==> src/rtl/lem_pkg.sv <==
package lem_pkg;

   localparam int unsigned LS_W = 3;

   typedef enum logic [LS_W-1:0] {
      LS_QUIET   = 3'd0,
      LS_HALT    = 3'd1,
      LS_MASTER  = 3'd2,
      LS_IDLE    = 3'd3,
      LS_ACTIVE  = 3'd4,
      LS_NOISE   = 3'd5,
      LS_UNKNOWN = 3'd6,
      LS_NOSIG   = 3'd7
   } line_state_e;

   // One bit per line-state code: set bits let errors be counted.
   localparam logic [(1<<LS_W)-1:0] LS_COUNT_MASK =
      (1 << LS_IDLE) | (1 << LS_ACTIVE);

endpackage

==> src/rtl/lem_qual.sv <==
module lem_qual #(
   parameter int unsigned              LS_W  = 3,
   parameter logic [(1<<LS_W)-1:0]     MASK  = '0,
   localparam int unsigned             NCODE = 1 << LS_W
) (
   input  logic            link_err,
   input  logic [LS_W-1:0] line_state,
   output logic            dec_en
);

   if (MASK == '0) begin : g_bad_mask
      $error("lem_qual: MASK enables no line state");
   end

   logic [NCODE-1:0] code_ok;

   for (genvar c = 0; c < NCODE; c++) begin : g_code
      if (MASK[c]) begin : g_on
         assign code_ok[c] = (line_state == c[LS_W-1:0]);
      end else begin : g_off
         assign code_ok[c] = 1'b0;
      end
   end

   assign dec_en = link_err & (|code_ok);

endmodule

==> src/rtl/lem_thr_reg.sv <==
module lem_thr_reg #(
   parameter int unsigned CNT_W = 8
) (
   input  logic             clk,
   input  logic             rst_n,
   input  logic             wr_en,
   input  logic [CNT_W-1:0] wr_data,
   output logic [CNT_W-1:0] thr_q
);

   always_ff @(posedge clk or negedge rst_n) begin
      if (!rst_n)     thr_q <= '1;
      else if (wr_en) thr_q <= wr_data;
   end

   logic chk_armed;
   always_ff @(posedge clk or negedge rst_n) begin
      if (!rst_n) chk_armed <= 1'b0;
      else        chk_armed <= 1'b1;
   end

   p_thr_hold_r9: assert property (@(posedge clk) disable iff (!rst_n)
      chk_armed && $past(!wr_en) |-> $stable(thr_q));

endmodule

==> src/rtl/lem_counter.sv <==
module lem_counter #(
   parameter int unsigned CNT_W = 8
) (
   input  logic             clk,
   input  logic             rst_n,
   input  logic             dec_en,
   input  logic             load_en,
   input  logic [CNT_W-1:0] load_val,
   input  logic             reload_en,
   output logic [CNT_W-1:0] cnt_q,
   output logic             hit_zero
);

   if (CNT_W < 2) begin : g_bad_width
      $error("lem_counter: CNT_W must be at least 2");
   end

   localparam logic [CNT_W-1:0] RELOAD = '1;
   localparam logic [CNT_W-1:0] ONE    = {{(CNT_W-1){1'b0}}, 1'b1};

   logic [CNT_W-1:0] base_val;
   logic [CNT_W-1:0] cnt_d;

   always_comb begin
      if (load_en)        base_val = load_val;
      else if (reload_en) base_val = RELOAD;
      else                base_val = cnt_q;
      cnt_d    = dec_en ? (base_val - ONE) : base_val;
      hit_zero = dec_en && (cnt_d == '0);
   end

   always_ff @(posedge clk or negedge rst_n) begin
      if (!rst_n) cnt_q <= RELOAD;
      else        cnt_q <= cnt_d;
   end

   logic chk_armed;
   always_ff @(posedge clk or negedge rst_n) begin
      if (!rst_n) chk_armed <= 1'b0;
      else        chk_armed <= 1'b1;
   end

   p_dec_one_r2: assert property (@(posedge clk) disable iff (!rst_n)
      chk_armed && $past(dec_en && !load_en && !reload_en)
      |-> cnt_q == $past(cnt_q) - ONE);

   p_idle_hold_r3: assert property (@(posedge clk) disable iff (!rst_n)
      chk_armed && $past(!dec_en && !load_en && !reload_en)
      |-> $stable(cnt_q));

   p_load_r4: assert property (@(posedge clk) disable iff (!rst_n)
      chk_armed && $past(load_en)
      |-> cnt_q == $past(load_val) - (($past(dec_en)) ? ONE : '0));

   p_reload_r5: assert property (@(posedge clk) disable iff (!rst_n)
      chk_armed && $past(reload_en && !load_en)
      |-> cnt_q == RELOAD - (($past(dec_en)) ? ONE : '0));

   p_wrap_r7: assert property (@(posedge clk) disable iff (!rst_n)
      chk_armed && $past(dec_en && !load_en && !reload_en && cnt_q == '0)
      |-> cnt_q == RELOAD);

endmodule

==> src/rtl/lem_irq.sv <==
module lem_irq (
   input  logic clk,
   input  logic rst_n,
   input  logic set_en,
   input  logic ack,
   output logic flag_q
);

   always_ff @(posedge clk or negedge rst_n) begin
      if (!rst_n)      flag_q <= 1'b0;
      else if (set_en) flag_q <= 1'b1;
      else if (ack)    flag_q <= 1'b0;
   end

   logic chk_armed;
   always_ff @(posedge clk or negedge rst_n) begin
      if (!rst_n) chk_armed <= 1'b0;
      else        chk_armed <= 1'b1;
   end

   p_set_r6: assert property (@(posedge clk) disable iff (!rst_n)
      chk_armed && $past(set_en) |-> flag_q);

   p_sticky_r8: assert property (@(posedge clk) disable iff (!rst_n)
      chk_armed && $past(flag_q && !ack) |-> flag_q);

   p_ack_clear_r8: assert property (@(posedge clk) disable iff (!rst_n)
      chk_armed && $past(ack && !set_en) |-> !flag_q);

endmodule

==> src/rtl/link_err_monitor.sv <==
module link_err_monitor
   import lem_pkg::*;
#(
   parameter int unsigned           CNT_W   = 8,
   parameter logic [(1<<LS_W)-1:0]  CNT_MSK = LS_COUNT_MASK
) (
   input  logic             clk,
   input  logic             rst_n,
   input  logic             link_err,
   input  logic [LS_W-1:0]  line_state,
   input  logic             thr_wr,
   input  logic [CNT_W-1:0] thr_wdata,
   input  logic             cnt_rd,
   input  logic             irq_ack,
   output logic [CNT_W-1:0] cur_count,
   output logic [CNT_W-1:0] thr_value,
   output logic             lem_flag,
   output logic             irq_n
);

   logic dec_en;
   logic hit_zero;

   lem_qual #(.LS_W(LS_W), .MASK(CNT_MSK)) u_qual (
      .link_err   (link_err),
      .line_state (line_state),
      .dec_en     (dec_en)
   );

   lem_thr_reg #(.CNT_W(CNT_W)) u_thr (
      .clk     (clk),
      .rst_n   (rst_n),
      .wr_en   (thr_wr),
      .wr_data (thr_wdata),
      .thr_q   (thr_value)
   );

   lem_counter #(.CNT_W(CNT_W)) u_cnt (
      .clk       (clk),
      .rst_n     (rst_n),
      .dec_en    (dec_en),
      .load_en   (thr_wr),
      .load_val  (thr_wdata),
      .reload_en (cnt_rd),
      .cnt_q     (cur_count),
      .hit_zero  (hit_zero)
   );

   lem_irq u_irq (
      .clk    (clk),
      .rst_n  (rst_n),
      .set_en (hit_zero),
      .ack    (irq_ack),
      .flag_q (lem_flag)
   );

   assign irq_n = ~lem_flag;

   p_no_count_outside_r3: assert property (@(posedge clk) disable iff (!rst_n)
      link_err && !CNT_MSK[line_state] |-> !dec_en);

endmodule

==> config.mk <==
export PLATFORM = sky130hd
export DESIGN_NAME = link_err_monitor
export DESIGN_NICKNAME = d
export VERILOG_FILES = /design/src/rtl/lem_pkg.sv /design/src/rtl/lem_qual.sv /design/src/rtl/lem_thr_reg.sv /design/src/rtl/lem_counter.sv /design/src/rtl/lem_irq.sv /design/src/rtl/link_err_monitor.sv
export SDC_FILE = /design/constraint.sdc
export NUM_CORES = 1
export LEC_CHECK = 0
export BUFFER_PORTS_ARGS = -buffer_cell sky130_fd_sc_hd__buf_4
export CAP_MARGIN = 5
export CORE_MARGIN = 2
export CORE_UTILIZATION = 40
export DETAILED_ROUTE_END_ITERATION = 6
export PLACE_DENSITY = 0.67
export SLEW_MARGIN = 30
export SYNTH_ARGS = -nofsm -noshare
export SYNTH_HDL_FRONTEND = slang
export SYNTH_SLANG_ARGS = --single-unit
export TNS_END_PERCENT = 10
==> constraint.sdc <==
create_clock -name clk -period 2.6 [get_ports clk]
set_clock_uncertainty 0.05 [all_clocks]
set_input_delay 0.78 -clock clk [delete_from_list [all_inputs] [get_ports clk]]
set_output_delay 0.78 -clock clk [all_outputs]
set_load 0.05 [all_outputs]
; ---- After elaboration in Yosys (flattened, before gate mapping)
; Cells that the tools add are included.
[op_classes]
add_sub_neg = 1
bitwise_logic = 2
n_reduce_logical = 4
muxes = 5
eq_ne = 2
[ops]
columns = op, n
row1 = $mux W8, 3
row2 = $logic_not A8 Y1, 1
row3 = $sub A8 B1 Y8 const B, 1
row4 = $eq A3 B2 Y1 const B, 1
row5 = $eq A3 B3 Y1 const B, 1
row6 = $mux W1, 2
row7 = $reduce_bool A2 Y1, 1
row8 = $reduce_or A2 Y1, 1
row9 = $and A1 B1 Y1, 1
row10 = $logic_and A1 B1 Y1, 1
row11 = $not A1 Y1, 1
[totals]
inputBits = 17
ff_bits = 17
output_inout_bits = 18

; ---- Depth between registers and ports, before layout
; Gate-level depths: netlist of the first run.
[logic_depth]
word_depth = 7
mapped_depth = 9
mapped_depth_nobuf = 8

; ---- Cells and area by module
; Synthesis of the first run repeated with hierarchy kept, for this count alone.
[hier_totals]
hier_cells = 75
hier_area_um2 = 934.6
[by_module_without_submodules]
columns = module, cells_per_inst, area_each_um2, seq_area_each_um2, instances
row1 = lem_counter, 51, 528.0, 210.2, 1
row2 = lem_thr_reg, 17, 341.6, 210.2, 1
row3 = lem_irq, 3, 36.3, 25.0, 1
row4 = lem_qual, 3, 25.0, 0.0, 1
row5 = link_err_monitor, 1, 3.8, 0.0, 1

; ---- Worst setup path before layout of the first run
; OpenSTA, ideal clock, no wires.
[synth_timing]
kind = in2reg
from = input port thr_wr
to = register u_irq.flag_q
path_buffers = 3
required_ns = 2.447
slack_ns = -0.025
arrival_time_ns = 2.471
stages = 9
path_cell_list = buf_6 > clkbuf_8 > clkbuf_1 > o31ai_1 > ha_1 > inv_1 > xnor2_1 > or4_1 > o41ai_2
[synth_via]
elab_chain_cells = 6
elab_cells_between_ends = 7
classes_between = add/sub: 1 / mux: 3 / reduce/logical: 3
[synth_rtl]
columns = item, line
row1 = from (decl), link_err_monitor.sv:11  ; input logic thr_wr,
row2 = $mux W8 (*), lem_counter.sv:25  ; if (load_en) base_val = load_val;
row3 = $sub A8 B1 Y8, lem_counter.sv:28  ; cnt_d = dec_en ? (base_val - ONE) : base_val;
row4 = $mux W8 (*), lem_counter.sv:28
row5 = $logic_not A8 Y1 (*), lem_counter.sv:29  ; hit_zero = dec_en && (cnt_d == '0);
row6 = $logic_and A1 B1 Y1 (*), lem_counter.sv:29
row7 = $mux W1 / $reduce_bool A2 Y1 (equally long branches), n/a
row8 = to (signal assigned), lem_irq.sv:10  ; if (!rst_n) flag_q <= 1'b0;
row9 = to (signal assigned), lem_irq.sv:11  ; else if (set_en) flag_q <= 1'b1;
row10 = to (signal assigned), lem_irq.sv:12  ; else if (ack) flag_q <= 1'b0;
row11 = to (decl), lem_irq.sv:6  ; output logic flag_q
; Mark *: on every way between the ends. The rest lies on a longest branch, timed or not.
; A chain may end at the register's enable or synchronous reset.

; ---- Worst setup path in the final report of the first run
; Same ends and word-level chain as after synthesis.

==> results.sh, run 1 <==
export IMPL_start_util_pct=42.5
export IMPL_num_fill_cells=209
export IMPL_dr_pass1_iters=4
export IMPL_hold_viol=0
export IMPL_wl_mm=2.04
export IMPL_core_area_sq_um=2210
export IMPL_p_sw_share_pct=36.4
export IMPL_cts_resized=0
export IMPL_start_kind="primary input"
export IMPL_p_leak_nw=0.564
export IMPL_dp_cells=152
export IMPL_fmax_mhz=465
export IMPL_required_ns=2.75
export IMPL_cp_arrival_ns=2.31
export IMPL_synthCells=92
export IMPL_drive_above_1_share_pct=51.6
export IMPL_cts_buffers_inserted=3
export IMPL_gr_total_overflow=0
export IMPL_synth_avg_cell_area_sq_um=10.2
export IMPL_final_cells=156
export IMPL_via_per_inst=4.90
export IMPL_tightestPinTransition_ns=0.358
export IMPL_antenna_cells=0
export IMPL_ctsHtreeMaxLevel=1
export IMPL_drt_initial_drc_count=7
export IMPL_reg2reg_from="u_cnt.cnt_q[0]"
export IMPL_cts_tree="built"
export IMPL_first_global_vias=738
export IMPL_pwr_share_seq_pct=46.7
export IMPL_wl_per_cell_um=13.1
export IMPL_setup_ws_ns=0.447
export IMPL_fin_crit_sh_pct=82.8
export IMPL_io_pins=35
export IMPL_ys_types=29
export IMPL_synth_top_flop_cell="dfstp_2"
export IMPL_end_kind="register"
export IMPL_grt_pass1_wl_mm=3.40
export IMPL_path_class="in2reg"
export IMPL_dp_slack_ns=0.132
export IMPL_yosysSeqAreaShare_pct=47.3
export IMPL_slew_violations=0
export IMPL_path_clk_slew_ns=0.10
export IMPL_gr_usage_all_layers_pct=17.5
export IMPL_p_sw_mw=0.252
export IMPL_synth_top_area_share_pct=44.7
export IMPL_synth_seq_cells=17
export IMPL_relSlewSlack_pct=76.0
export IMPL_yosysMostFrequentCell="dfstp_2"
export IMPL_peakVddDrop_mv=0.368
export IMPL_post_cts_setup_buffer_count=0
export IMPL_synth_common_cells="dfstp_2, inv_1, nor2_1, o21ai_0, nand2_1"
export IMPL_postRouteAntennaNets=0
export IMPL_ff2ff_setup_slack_ns=0.61
export IMPL_reg2reg_to="u_irq.flag_q"
export IMPL_hold_buffers=0
export IMPL_fp_dieH_um=52.5
export IMPL_gp_congestion=0.776
export IMPL_grt_max_degree=22
export IMPL_ys_warn_count=0
export IMPL_power_internal_mw=0.441
export IMPL_synthesis_nets=110
export IMPL_antenna_found_initial=0
export IMPL_num_vias=765
export IMPL_p_comb_share_pct=32.7
export IMPL_setup_viol=0
export IMPL_design_die_area_sq_um=2760
export IMPL_final_nets=147
export IMPL_rsz0062_at_grt="no"
export IMPL_drv_cap=0
export IMPL_die_w_um=52.5
export IMPL_async_reset_ff_share_pct=100
export IMPL_status="completed"
export IMPL_num_rows=17
export IMPL_synth_edf_count=0
export IMPL_clkLatencyLatePin_ns=0.30
export IMPL_hpwl_mm=1.59
export IMPL_clock_sinks=17
export IMPL_clk_path_buf_depth=2
export IMPL_cts_root_buffer="clkbuf_4"
export IMPL_areaGrowthSynthToFinish_pct=31.6
export IMPL_hold_path_class="in2async"
export IMPL_tns_ns=0
export IMPL_clock_power_share_pct=20.6
export IMPL_synth_area_leaders="dfstp_2, xor2_1, o21ai_0, inv_1, nor2_1"
export IMPL_period_minus_slack_ns=2.15
export IMPL_reg2reg_depth=7
export IMPL_syn_area_sq_um=941
export IMPL_yosysTopAreaCell="dfstp_2"
export IMPL_pwr_density_cell_nw_per_um2=559
export IMPL_route_detailed_drc=0
export IMPL_crit_path_max_fanout=21
export IMPL_port_buffers=34
## critical path: stages
cell	delay, ns
buf_4	0.18
o31ai_2	0.31
ha_1	0.19
inv_1	0.08
xnor2_1	0.14
or4_1	0.42
o41ai_2	0.20
## placed cells by master (no fill, tap or decap)
cell      count
ha_1          1
and4bb_2      1
o221ai_1      1
nand2_1       8
nor3_1        4
o41ai_2       1
o21bai_4      1
buf_4        36
or4_1         1
o211ai_2      1
xor2_1        6
o31ai_2       1
a21oi_1       2
dfstp_2      16
nor3b_2       1
o21ai_0      10
nor4_1        1
inv_1        10
nor4_2        2
mux2i_1       1
clkbuf_4      3
and4b_1       1
dfrtp_1       1
mux2_2        2
nor2_1       10
xnor2_1       2
clkinv_2      1
nand2b_1      2
o21ai_1       1
## power groups by stage
stage	sequential (mW)	combinational [mW]	clock [mW]
2_1_floorplan	0.417	0.0634	0
3_3_place_gp	0.327	0.224	0
3_5_place_dp	0.328	0.228	0
4_1_cts	0.324	0.228	0.150
5_1_grt	0.326	0.243	0.160
6_report	0.323	0.227	0.143
## how the worst max path moves through the flow
stage	from	end	slack, ns	cells after the start
3_5_place_dp	thr_wr	u_irq.flag_q	0.13	7
5_1_grt	thr_wr	u_irq.flag_q	0.32	9
6_report	thr_wr	u_irq.flag_q	0.45	7
4_1_cts	thr_wr	u_irq.flag_q	0.44	7
3_3_place_gp	thr_wr	u_irq.flag_q	0.19	6
2_1_floorplan	thr_wr	u_irq.flag_q	0.006	9
## cell families after synthesis
| family | Yosys count | share of synthesized area (%) |
|---|---|---|
| AO/OA/AOI/OAI | 18 | 13.7 |
| XOR/XNOR | 8 | 7.45 |
| adder cells (fa/ha/maj) | 1 | 1.33 |
| buffers and inverters | 14 | 8.24 |
| flip-flops | 17 | 47.3 |
| multiplexers | 3 | 3.46 |
| AND/OR/NAND/NOR | 31 | 18.5 |
## routing by layer
metal / global-route usage, % / wire (um) / up-vias
li1: - / - / 381
met1: 22.0 / 840 / 356
met2: 27.3 / 1010 / 23
met3: 6.57 / 149 / 5
met4: 6.41 / 35 / 0
met5: 0 / 0 / -
## cell type report
type	instances	area, sq um	share of cell area (%)
Timing Repair Buffer	36	270	21.8
Multi-Input combinational cell	61	423	34.1
Sequential cell	17	445	36.0
Clock buffer	3	22.5	1.82
Clock inverter	1	5.00	0.404
Tap cell	28	35.0	2.83
Inverter	10	37.5	3.03
## through the flow
| step | cell area (sq um) | util [%] | power, mW | hold slack, ns |
|---|---|---|---|---|
| after detailed placement | 1210 | 54.8 | 0.555 | 0.416 |
| after CTS | 1240 | 56.0 | 0.702 | 0.273 |
| after floorplan | 946 | - | 0.480 | 0.434 |
| after global routing | 1240 | 56.0 | 0.730 | 0.269 |
| final | 1240 | 56.0 | 0.693 | 0.278 |
| after global placement | 1210 | 54.8 | 0.551 | 0.407 |
## state kept, by name, indices dropped and copies added (netlist names)
signal	flops
u_thr.thr_q	8
u_cnt.cnt_q	8
u_irq.flag_q	1
Note: power is estimated with default switching activity, not from simulation.
==> inputs of run 2 (changes only) <==
--- a/config.mk
+++ b/config.mk
@@ -10,7 +10,7 @@
 export CORE_MARGIN = 2
 export CORE_UTILIZATION = 40
 export DETAILED_ROUTE_END_ITERATION = 6
-export PLACE_DENSITY = 0.67
+export PLACE_DENSITY = 0.7
 export SLEW_MARGIN = 30
 export SYNTH_ARGS = -nofsm -noshare
 export SYNTH_HDL_FRONTEND = slang
==> constraint.sdc (replaced) <==
create_clock -name clk -period 1.8 [get_ports clk]
set_clock_uncertainty 0.05 [all_clocks]
set_input_delay 0.54 -clock clk [delete_from_list [all_inputs] [get_ports clk]]
set_output_delay 0.54 -clock clk [all_outputs]
set_load 0.05 [all_outputs]
==> run 2 against run 1 <==
The flow now finishes with violations (negative setup slack). Sequential share of layout area is 5.2 points lower. Highest routed layer unchanged. Largest cell class is now multi-input gates. Power is 55% higher. First-iteration DRC count is 29% higher.
==> results.sh, run 2 (synthesis gave the netlist of run 1 again) <==
export IMPL_final_cell_mix="buf_4, dfstp_2, o21ai_0, nor2_1"
export IMPL_grt_pass1_wl_mm=3.64
export IMPL_required_ns=1.96
export IMPL_cp_arrival_ns=2.03
export IMPL_clock_sinks=17
export IMPL_setup_viol=1
export IMPL_hpwl_mm=1.82
export IMPL_cts_tree="built"
export IMPL_hold_buffers=0
export IMPL_peakVddDrop_mv=0.467
export IMPL_tightestPinTransition_ns=0.369
export IMPL_grt_max_degree=18
export IMPL_via_per_inst=4.85
export IMPL_clkLatencyLatePin_ns=0.30
export IMPL_drv_cap=0
export IMPL_design_die_area_sq_um=2760
export IMPL_start_util_pct=42.5
export IMPL_path_class="reg2reg"
export IMPL_setup_ws_ns=-0.0647
export IMPL_reg_top3="u_cnt.cnt_q (8), u_thr.thr_q (8), u_irq.flag_q (1)"
export IMPL_ctsHtreeMaxLevel=1
export IMPL_drive_above_1_share_pct=64.0
export IMPL_start_kind="register"
export IMPL_p_leak_nw=0.667
export IMPL_wl_met3_um=80
export IMPL_slew_violations=0
export IMPL_clk_path_buf_depth=2
export IMPL_gr_usage_all_layers_pct=18.3
export IMPL_final_nets=169
export IMPL_num_rows=17
export IMPL_antenna_cells=0
export IMPL_pwr_density_cell_nw_per_um2=738
export IMPL_antenna_found_initial=0
export IMPL_period_minus_slack_ns=1.86
export IMPL_areaGrowthSynthToFinish_pct=54.1
export IMPL_dp_slack_ns=-0.382
export IMPL_violations="negative setup slack"
export IMPL_die_w_um=52.5
export IMPL_wl_per_cell_um=13.2
export IMPL_wl_mm=2.34
export IMPL_cts_buffers_inserted=3
export IMPL_status="complete, but fails checks"
export IMPL_path_clk_slew_ns=0.10
export IMPL_port_buffers=34
export IMPL_p_total_mw=1.07
export IMPL_postRouteAntennaNets=0
export IMPL_wl_met1_mm=1.01
export IMPL_gr_total_overflow=0
export IMPL_final_common_cell="buf_4"
export IMPL_fp_dieH_um=52.5
export IMPL_relSlewSlack_pct=75.4
export IMPL_first_global_vias=819
export IMPL_top_layer_used="met4"
export IMPL_hold_path_class="in2async"
export IMPL_rsz0062_at_grt="yes"
export IMPL_fmax_mhz=536
export IMPL_hold_viol=0
export IMPL_route_detailed_drc=0
export IMPL_drt_initial_drc_count=9
export IMPL_met2_length_mm=1.19
export IMPL_crit_path_max_fanout=2
export IMPL_gp_congestion=0.802
export IMPL_cts_root_buffer="clkbuf_4"
export IMPL_dr_pass1_iters=4
export IMPL_core_area_sq_um=2210
export IMPL_fin_util_pct=65.6
export IMPL_fin_crit_sh_pct=104
export IMPL_io_pins=35
export IMPL_num_vias=863
export IMPL_end_kind="register"
## run 2: changes by cell type in the layout (fill, tap and decap cells not counted), moves of 2 or more
cell / previous run / this run
nor3_1: 4 / 2
inv_1: 10 / 8
nor3_2: 0 / 2
buf_4: 36 / 58
## run 2: final cells by class
type / count / area (sq um)
Timing Repair Buffer: 58 / 435
Clock buffer: 3 / 22.5
Clock inverter: 1 / 5.00
Tap cell: 28 / 35.0
Fill cell: 183 / 762
Inverter: 10 / 40.0
Multi-Input combinational cell: 61 / 467
Sequential cell: 17 / 445
## run 2: through the flow
stage	hold WS [ns]	std cells	TNS, ns	cell area, sq um
6_report	0.0253	178	-0.0647	1450
5_1_grt	0.0270	178	-0.160	1450
4_1_cts	0.0208	178	-0.116	1430
3_5_place_dp	0.364	172	-0.957	1370
3_3_place_gp	0.364	172	-0.831	1370
2_1_floorplan	0.194	92	-0.778	967
## run 2: timing repair
action / 4_1_cts / 5_1_grt
gates resized for setup: 3 / 6
pin swaps: 2 / 3
setup buffers: 2 / 0
setup endpoints to repair: 1 / 3
endpoints found under the hold margin: 0 / 0
## run 2: path summary, 6_finish.rpt
kind	cells after the start	slack, ns	to	start
max	8	-0.06	u_irq.flag_q	u_cnt.cnt_q[0]
min	1	0.03	u_irq.flag_q	rst_n
max reg2reg	8	-0.06	u_irq.flag_q	u_cnt.cnt_q[0]
min reg2reg	2	0.43	u_thr.thr_q[6]	u_thr.thr_q[6]
max in group asynchronous	1	1.42	u_thr.thr_q[6]	rst_n
min in group clk	3	0.42	u_thr.thr_q[7]	thr_wdata[7]
## run 2: critical path, cell delays in order (launching register included)
cell	delay, ns
dfstp_2	0.55
nor2_2	0.04
o21ai_2	0.14
inv_2	0.06
ha_4	0.16
inv_4	0.05
xnor2_1	0.05
or4_1	0.48
o41ai_2	0.19
## run 2: per-layer routing
metal | vias up | track usage (%)
met2 | 16 | 29.2
met3 | 7 | 2.57
met5 | - | 0
met4 | 0 | 8.97
li1 | 427 | -
met1 | 413 | 24.3
## run 2: power breakdown
| part | switching [mW] | leakage, nW | internal, mW |
|---|---|---|---|
| Clock | 0.127 | 0.0177 | 0.0830 |
| Combinational | 0.237 | 0.467 | 0.155 |
| Sequential | 0.0241 | 0.182 | 0.443 |
| Total | 0.389 | 0.667 | 0.682 |
==> inputs of run 3 (changes only) <==
--- a/config.mk
+++ b/config.mk
@@ -7,6 +7,7 @@
 export LEC_CHECK = 0
 export BUFFER_PORTS_ARGS = -buffer_cell sky130_fd_sc_hd__buf_4
 export CAP_MARGIN = 5
+export CORE_ASPECT_RATIO = 0.75
 export CORE_MARGIN = 2
 export CORE_UTILIZATION = 40
 export DETAILED_ROUTE_END_ITERATION = 6
==> run 3 against run 2 <==
The run still ends with negative setup slack left. Clock power about the same. Non-clock buffer count shrank 5. Clock-buffer cell count unchanged. Die area grew 0.14%. First-iteration DRC count increased by 44%. Sequential power barely moved. Hold slack better by 0.016 ns. Via count shrank 0.23%. Register-to-register slack worse by 0.06 ns.
==> results.sh, run 3 (synthesis gave the netlist of run 1 again) <==
export IMPL_p_leak_nw=0.651
export IMPL_grt_pass1_wl_mm=3.66
export IMPL_crit_path_max_fanout=2
export IMPL_cp_arrival_ns=2.08
export IMPL_cts_buffers_inserted=3
export IMPL_drive_above_1_share_pct=62.1
export IMPL_antenna_cells=0
export IMPL_reg_top3="u_cnt.cnt_q (8), u_thr.thr_q (8), u_irq.flag_q (1)"
export IMPL_clock_sinks=17
export IMPL_reg2reg_to="u_irq.flag_q"
export IMPL_setup_ws_ns=-0.125
export IMPL_start_kind="register"
export IMPL_final_cells=179
export IMPL_hpwl_mm=1.88
export IMPL_fmax_mhz=519
export IMPL_path_clk_slew_ns=0.11
export IMPL_fin_hold_ws_ns=0.0415
export IMPL_die_w_um=60.0
export IMPL_num_vias=861
export IMPL_route_detailed_drc=0
export IMPL_io_pins=35
export IMPL_final_cell_mix="buf_4, dfstp_2, o21ai_0, nor2_1, inv_1"
export IMPL_rsz0062_at_grt="yes"
export IMPL_tns_ns=-0.125
export IMPL_post_route_cell_area_sq_um=1430
export IMPL_final_nets=164
export IMPL_hold_viol=0
export IMPL_clkLatencyLatePin_ns=0.30
export IMPL_num_rows=15
export IMPL_ff2ff_setup_slack_ns=-0.13
export IMPL_status="complete, but fails checks"
export IMPL_pwr_density_cell_nw_per_um2=748
export IMPL_dp_slack_ns=-0.445
export IMPL_via_per_inst=4.81
export IMPL_wl_per_cell_um=13.4
export IMPL_setup_viol=1
export IMPL_gp_congestion=0.827
export IMPL_gr_total_overflow=0
export IMPL_ctsHtreeMaxLevel=1
export IMPL_postPlaceCellArea_sq_um=1340
export IMPL_wl_mm=2.40
export IMPL_required_ns=1.95
export IMPL_final_common_cell="buf_4"
export IMPL_reg2reg_from="u_cnt.cnt_q[0]"
export IMPL_postRouteAntennaNets=0
export IMPL_grt_max_degree=18
export IMPL_fin_crit_sh_pct=107
export IMPL_fin_util_pct=62.9
export IMPL_drt_initial_drc_count=13
export IMPL_gr_usage_all_layers_pct=18.7
export IMPL_fp_dieH_um=46
export IMPL_end_kind="register"
export IMPL_areaGrowthSynthToFinish_pct=51.9
export IMPL_slew_violations=0
export IMPL_reg2reg_depth=7
export IMPL_design_die_area_sq_um=2760
export IMPL_path_class="reg2reg"
export IMPL_period_minus_slack_ns=1.93
export IMPL_clk_path_buf_depth=2
export IMPL_drv_cap=0
export IMPL_dr_pass1_iters=4
export IMPL_peakVddDrop_mv=0.404
export IMPL_first_global_vias=793
export IMPL_antenna_found_initial=0
export IMPL_relSlewSlack_pct=77.0
export IMPL_dp_cells=173
export IMPL_cts_tree="built"
export IMPL_start_util_pct=41.4
export IMPL_core_area_sq_um=2270
export IMPL_violations="negative setup slack"
export IMPL_p_total_mw=1.07
export IMPL_hold_path_class="in2async"
export IMPL_port_buffers=34
export IMPL_tightestPinTransition_ns=0.345
export IMPL_cts_root_buffer="clkbuf_4"
run 3: cell types whose count changed in the layout (fill, tap and decap cells not counted), sizes merged:
| cell | change |
|---|---|
| buf | -5 |
run 3: final cells by class:
cell class              count  area (sq um)
repair buffers             53           402
multi-input cells          61           474
clock buffers               3          22.5
clock inverters             1          5.00
well taps                  34          42.5
inverters                  10          37.5
fillers                   203           842
flip-flops and latches     17           445
run 3: worst max-delay path by stage:
stage	from	endpoint	depth (start not counted)
after floorplan	thr_wr	u_irq.flag_q	9
final	u_cnt.cnt_q[0]	u_irq.flag_q	7
after CTS	u_cnt.cnt_q[0]	u_irq.flag_q	7
after global placement	cnt_rd	u_irq.flag_q	7
after detailed placement	cnt_rd	u_irq.flag_q	7
after global routing	u_cnt.cnt_q[0]	u_irq.flag_q	7
run 3: layer usage:
metal,global-route usage (%),wire [um]
met5,0,0
met4,3.11,8
met3,6.53,133
met2,32.8,1230
met1,22.5,1030
run 3: timing repair:
item	4_1_cts	5_1_grt
setup endpoints to repair	1	5
hold buffers	0	0
pin swaps	1	5
buffers inserted	0	2
endpoints found under the hold margin	0	0
gates resized for setup	3	6
run 3: critical path: stages, from the launching register on:
cell     delay [ns]
dfstp_2        0.55
nor2_2         0.04
o21ai_2        0.15
inv_2          0.06
ha_4           0.26
nand2_1        0.05
or4_4          0.48
o41ai_2        0.20
run 3: report_power, final:
group	internal [mW]	total (mW)	switching (mW)
Combinational	0.150	0.388	0.238
Sequential	0.444	0.470	0.0260
Clock	0.0829	0.211	0.128
